### src/rtl/rx_len_check.sv
module rx_len_check #(
  parameter int LEN_W = 16
) (
  input  logic             clk,
  input  logic             rst_n,
  input  logic             byte_vld,
  input  logic             sof,
  input  logic             eof,
  input  logic [LEN_W-1:0] max_len,
  input  logic [LEN_W-1:0] min_len,
  input  logic             keep_short,
  output logic             st_vld,
  output logic [LEN_W-1:0] st_len,
  output logic             st_long,
  output logic             st_short,
  output logic             st_drop
);

  localparam logic [LEN_W-1:0] LEN_TOP = {LEN_W{1'b1}};
  localparam logic [LEN_W-1:0] LEN_ONE = {{(LEN_W-1){1'b0}}, 1'b1};

  logic             in_frame;
  logic [LEN_W-1:0] cnt;
  logic             start;
  logic             take;
  logic             done;
  logic [LEN_W-1:0] len_now;
  logic             is_long;
  logic             is_short;

  assign start    = byte_vld & sof;
  assign take     = byte_vld & (sof | in_frame);
  assign done     = take & eof;
  assign len_now  = start ? LEN_ONE : (cnt == LEN_TOP) ? cnt : cnt + LEN_ONE;
  assign is_long  = len_now > max_len;
  assign is_short = len_now < min_len;

  always_ff @(posedge clk) begin
    if (!rst_n) begin
      in_frame <= 1'b0;
      cnt      <= '0;
    end else if (take) begin
      in_frame <= ~eof;
      cnt      <= len_now;
    end
  end

  always_ff @(posedge clk) begin
    if (!rst_n || !done) begin
      st_vld   <= 1'b0;
      st_len   <= '0;
      st_long  <= 1'b0;
      st_short <= 1'b0;
      st_drop  <= 1'b0;
    end else begin
      st_vld   <= 1'b1;
      st_len   <= len_now;
      st_long  <= is_long;
      st_short <= is_short;
      st_drop  <= is_short & ~keep_short;
    end
  end

endmodule


### config.mk
export PLATFORM = sky130hd
export DESIGN_NAME = rx_len_check
export DESIGN_NICKNAME = d
export VERILOG_FILES = /design/src/rtl/rx_len_check.sv
export SDC_FILE = /design/constraint.sdc
export NUM_CORES = 1
export LEC_CHECK = 0
export BUFFER_PORTS_ARGS = -buffer_cell sky130_fd_sc_hd__buf_2
export CORE_MARGIN = 5
export CORE_UTILIZATION = 55
export DETAILED_ROUTE_END_ITERATION = 6
export GPL_TIMING_DRIVEN = 0
export PLACE_DENSITY = 0.85
export SKIP_LAST_GASP = 1
export SYNTH_ARGS = -nofsm -noshare
export SYNTH_HDL_FRONTEND = slang
export SYNTH_SLANG_ARGS = --single-unit
### constraint.sdc
create_clock -name clk -period 4.86 [get_ports clk]
set_input_delay 0.486 -clock clk [delete_from_list [all_inputs] [get_ports clk]]
set_output_delay 0.486 -clock clk [all_outputs]
set_load 0.01 [all_outputs]
### After elaboration in Yosys (flattened, before gate mapping)

Index checks and enable logic that the tools add are counted.

* bits of input ports: 38
* logic and storage cells: 24
* output and inout port bits: 20
* register bits: 37

* bitwise logic cells: 7
* multiplexer cells: 3
* eq/ne operators: 1
* reductions and logical operators: 3
* magnitude comparators: 2
* add/sub/neg operators: 1

Operators with widths (count)
* 2-to-1 mux 16 bit: 2
* adder 16 x 1 -> 16 bit, second input constant: 1
* equality test 16 bit, second input constant: 1
* greater-than comparator 16 bit: 1
* less-than comparator 16 bit: 1
* AND 1 bit: 4
* logical NOT 1 bit: 2
* NOT 1 bit: 2
* logical OR 1 bit: 1
* 2-to-1 mux 1 bit: 1
* OR 1 bit: 1

### Depth between registers and ports, before layout

* depth after elaboration: 6
* depth in mapped cells: 13
* depth with buffers taken out: 12

### Worst setup path before layout

No wires, ideal clock.

* kind: register to register
* from: reg cnt[4]
* to: reg st_long
* cell stages (with the launch flop): 12
* period minus slack after synthesis: 2.802 ns
* setup slack: 2.058 ns
* arrival time: 2.674 ns
* cells stage by stage: dfxtp_1 > nand4_4 > or2_0 > buf_2 > nor3_1 > xnor2_1 > nor2_1 > ha_1 > and4_1 > a221o_1 > a221oi_1 > a311oi_1

* cells in the longest elaborated chain, start to end: 4
* elaborated cells between the ends (all ways): 5
* those cells by class: 1 x add/sub; 1 x order compare; 1 x eq/ne; 2 x mux

Ends and longest elaborated chain
* start, declared: line 23 `logic [LEN_W-1:0] cnt;`
* start signal, assigned: line 44 `cnt <= len_now;`
* adder 16 x 1 -> 16 bit or equality test 16 bit (tied branches): line 34 `assign len_now = start ? LEN_ONE : (cnt == LEN_TOP) ? cnt : cnt + LEN_ONE;`
* 2-to-1 mux 16 bit * (2 in a row): line 34
* net len_now[10]: line 27 `logic [LEN_W-1:0] len_now;`
* greater-than comparator 16 bit *: line 35 `assign is_long = len_now > max_len;`
* end signal, assigned: line 58 `st_long <= is_long;`
* end, declared: line 14 `output logic st_long,`

The timed path passes the listed nets; every way through them passes the cells marked *.
A chain may end at the register's enable or synchronous reset.

### Final worst setup path

* from: reg cnt[0]
* to: reg st_drop

* cells in the longest elaborated chain, start to end: 5
* elaborated cells between the ends (all ways): 6
* those cells by class: 1 x add/sub; 1 x order compare; 1 x eq/ne; 2 x mux; 1 x bitwise

Ends and longest elaborated chain
* adder 16 x 1 -> 16 bit or equality test 16 bit (tied branches): line 34
* 2-to-1 mux 16 bit * (2 in a row): line 34
* net len_now[5]: line 27
* less-than comparator 16 bit *: line 36 `assign is_short = len_now < min_len;`
* AND 1 bit *: line 60 `st_drop <= is_short & ~keep_short;`
* end signal, assigned: line 60
* end, declared: line 16 `output logic st_drop`

Marks and branches as above.

==> out/qor.yml <==
swShare: 0.255
slew_viol_final: 0
p_leak_nw: 1.45
hold_class: "input port to flop"
clockBufferDepth: 2
stdcell_area_mm2: 0.00294
arrival_ns: 3.40
reg2reg_from: "cnt[0]$_SDFFE_PN0P_"
cp_data_required_time_ns: 5.07
max_slew_margin: 0.557
wire_per_inst_um: 14.7
regToRegSetupSlack_ns: 1.67
p_clk_frac: 0.363
rsz0062_at_grt: "false"
layout.nets: 453
finalHoldViolations: 0
drt_wl_total_mm: 6.41
pwr-share-comb: 0.108
cts_tree: "done"
status: "finished clean"
drc: 0
synth_cell_types: 51
postCtsSetupBuffers: 0
sequentialPowerShare: 0.530
setup-tns-final_ns: 0
ioPinCount: 58
core.rowCount: 24
core_area_mm2: 0.00438
r2r_end: "st_drop$_SDFF_PN0_"
netlist_instances: 319
ff2ff_path_depth: 12
fp.dieArea_mm2: 0.00600
cts_hold_buffers: 0
yosys_register_bits: 37
power.internal_uw: 432
ant_nets: 0
grt_pass1_wl_mm: 10.9
antenna_cells: 0
worstSetupStartpoint: "cnt[0]$_SDFFE_PN0P_"
place_area_mm2: 0.00286
synth.avg_cell_area_um2: 7.85
cp-end-kind: "flop"
drt_iter0_drc: 118
fin_util: 0.670
layout_min_cycle_time_ns: 3.19
dp_hpwl_mm: 5.24
ys_seq_area_frac: 0.296
maxCapViolCount: 0
min_period_over_period: 0.657
worst_pin_slew_ns: 0.660
via_count: 2451
clock_skew_ns: 0.00655
p_sw_uw: 148
yosys_warnings: 0
clkSinkCount: 37
powerDensity_mw_per_mm2: 197
io_buffers: 57
via_per_inst: 5.62
critPathLaunchType: "flop"
start_util: 0.571
die_w_um: 77.5
die_h_um: 77.5
clk_latency_ns: 0.29
fill_cells: 395
grt_pass1_vias: 2362
mappedNetlistArea_mm2: 0.00250
critical_path.endpoint: "st_drop$_SDFF_PN0_"
max-vdd-ir-drop_uv: 122
root_buffer: "clkbuf_8"
overflow: 0
h-tree-depth: 2
critPathKind: "flop to flop"
drive_gt1_frac: 0.195
syn-num-nets: 389
post_cts_resized: 0
grt_max_degree: 12
synthFlopType: "dfxtp_1"
cp_max_fo: 7
async_reset_ff_frac: 0
cts_buffers: 5
timing.hold.ws_ns: 0.369
grt.total_usage: 0.219
dr.pass1.iters: 4
cts.clk_slew.worst_paths_ns: 0.07
synth_enable_flop_cells: 0
syn_to_final_growth_pct: 17.3
setup_viol: 0
globalplace.congestion: 1.01
max_freq_mhz: 313
antenna_found_initial: 0
## kinds of logic (layout without fill, tap and decap cells)
kind of cell	Yosys count	count (layout)	share of synthesized area
simple gates	136	136	0.277
xor+xnor	9	9	0.0315
buf+inv	44	109	0.0674
compound gates	57	57	0.153
fa+ha+maj	32	32	0.160
flops	37	37	0.296
mux	4	4	0.0160
## stage by stage
step / std cells / setup slack [ns] / power (mW)
CTS: 436 / 1.70 / 0.580
global placement: 428 / 1.65 / 0.373
finish: 436 / 1.67 / 0.579
global route: 436 / 1.31 / 0.604
floorplan: 319 / 2.06 / 0.348
detailed placement: 428 / 1.72 / 0.376
## cells in the mapped netlist (3+ instances only)
cell,count,area (um2)
clkbuf_1,4,15.0
nor4_1,5,31.3
ha_1,32,400
buf_2,3,15.0
and2_1,5,31.3
o221a_2,3,33.8
xnor2_1,7,61.3
and4_1,3,26.3
nand4_1,7,43.8
mux2i_1,4,40.0
nor2_1,46,173
nor3_1,7,35.0
o21ai_0,15,75.1
nand2_1,26,97.6
nand3_1,16,80.1
dfxtp_1,37,741
inv_1,36,135
and3_1,5,31.3
a21oi_1,14,70.1
## critical path, stage by stage (launching register included)
cell and delay, ns:
dfxtp_1 0.42, ha_1 0.27, nand4_1 0.23, nor4_4 0.42, nor3_1 0.15, xnor2_1 0.28
nor2_1 0.12, ha_1 0.31, a211oi_1 0.23, nor2_1 0.08, o31ai_1 0.20, o2111ai_1 0.16
nor3b_1 0.22
## layer usage
metal,routed length (um),vias up,GRT usage
met5,0,-,0
met4,110,0,0.0928
met3,422,12,0.0382
met2,3120,94,0.364
met1,2760,1098,0.278
li1,-,1247,-
## sequential cells by signal (all words and copies together), names as in the netlist
register  flops
st_vld        1
in_frame      1
st_long       1
cnt          16
st_drop       1
st_len       16
st_short      1
## worst min-delay path by stage
| stage | from | to | slack, ns | depth (start not counted) |
|---|---|---|---|---|
| 6_report | keep_short | st_drop$_SDFF_PN0_ | 0.37 | 2 |
| 5_1_grt | keep_short | st_drop$_SDFF_PN0_ | 0.37 | 2 |
| 4_1_cts | keep_short | st_drop$_SDFF_PN0_ | 0.36 | 2 |
| 3_5_place_dp | cnt[1]$_SDFFE_PN0P_ | cnt[1]$_SDFFE_PN0P_ | 0.52 | 2 |
| 3_3_place_gp | cnt[8]$_SDFFE_PN0P_ | cnt[8]$_SDFFE_PN0P_ | 0.51 | 2 |
| 2_1_floorplan | cnt[11]$_SDFFE_PN0P_ | cnt[11]$_SDFFE_PN0P_ | 0.49 | 1 |
## layout by cell type (no fill, tap or decap), types with 3 or more instances in the layout
cell	instances
inv_1	36
nor4_1	5
mux2i_1	4
ha_1	32
xnor2_1	7
a21oi_1	14
and4_1	3
dfxtp_1	37
nand2_1	26
o221a_2	3
nor2_1	46
and3_1	5
o21ai_0	15
nor3_1	7
nand4_1	7
nand3_1	16
buf_2	60
clkbuf_1	5
and2_1	5
clkbuf_8	5
## power by group through the flow
| stage | clock network [mW] | logic (mW) | registers (mW) |
|---|---|---|---|
| 6_report | 0.210 | 0.0623 | 0.307 |
| 3_3_place_gp | 0 | 0.0594 | 0.314 |
| 5_1_grt | 0.225 | 0.0720 | 0.307 |
| 4_1_cts | 0.211 | 0.0623 | 0.307 |
| 3_5_place_dp | 0 | 0.0619 | 0.314 |
| 2_1_floorplan | 0 | 0.0341 | 0.314 |
## area by class of cell
| class | instances | area [um2] | share of cell area |
|---|---|---|---|
| flip-flops and latches | 37 | 741 | 0.252 |
| clock inverters | 2 | 10.0 | 0.00341 |
| inverters | 36 | 135 | 0.0460 |
| plain buffers | 8 | 33.8 | 0.0115 |
| clock buffers | 6 | 72.6 | 0.0247 |
| multi-input cells | 238 | 1600 | 0.543 |
| well taps | 52 | 65.1 | 0.0221 |
| repair buffers | 57 | 285 | 0.0971 |
No activity file was read; power rests on OpenSTA's default activity.
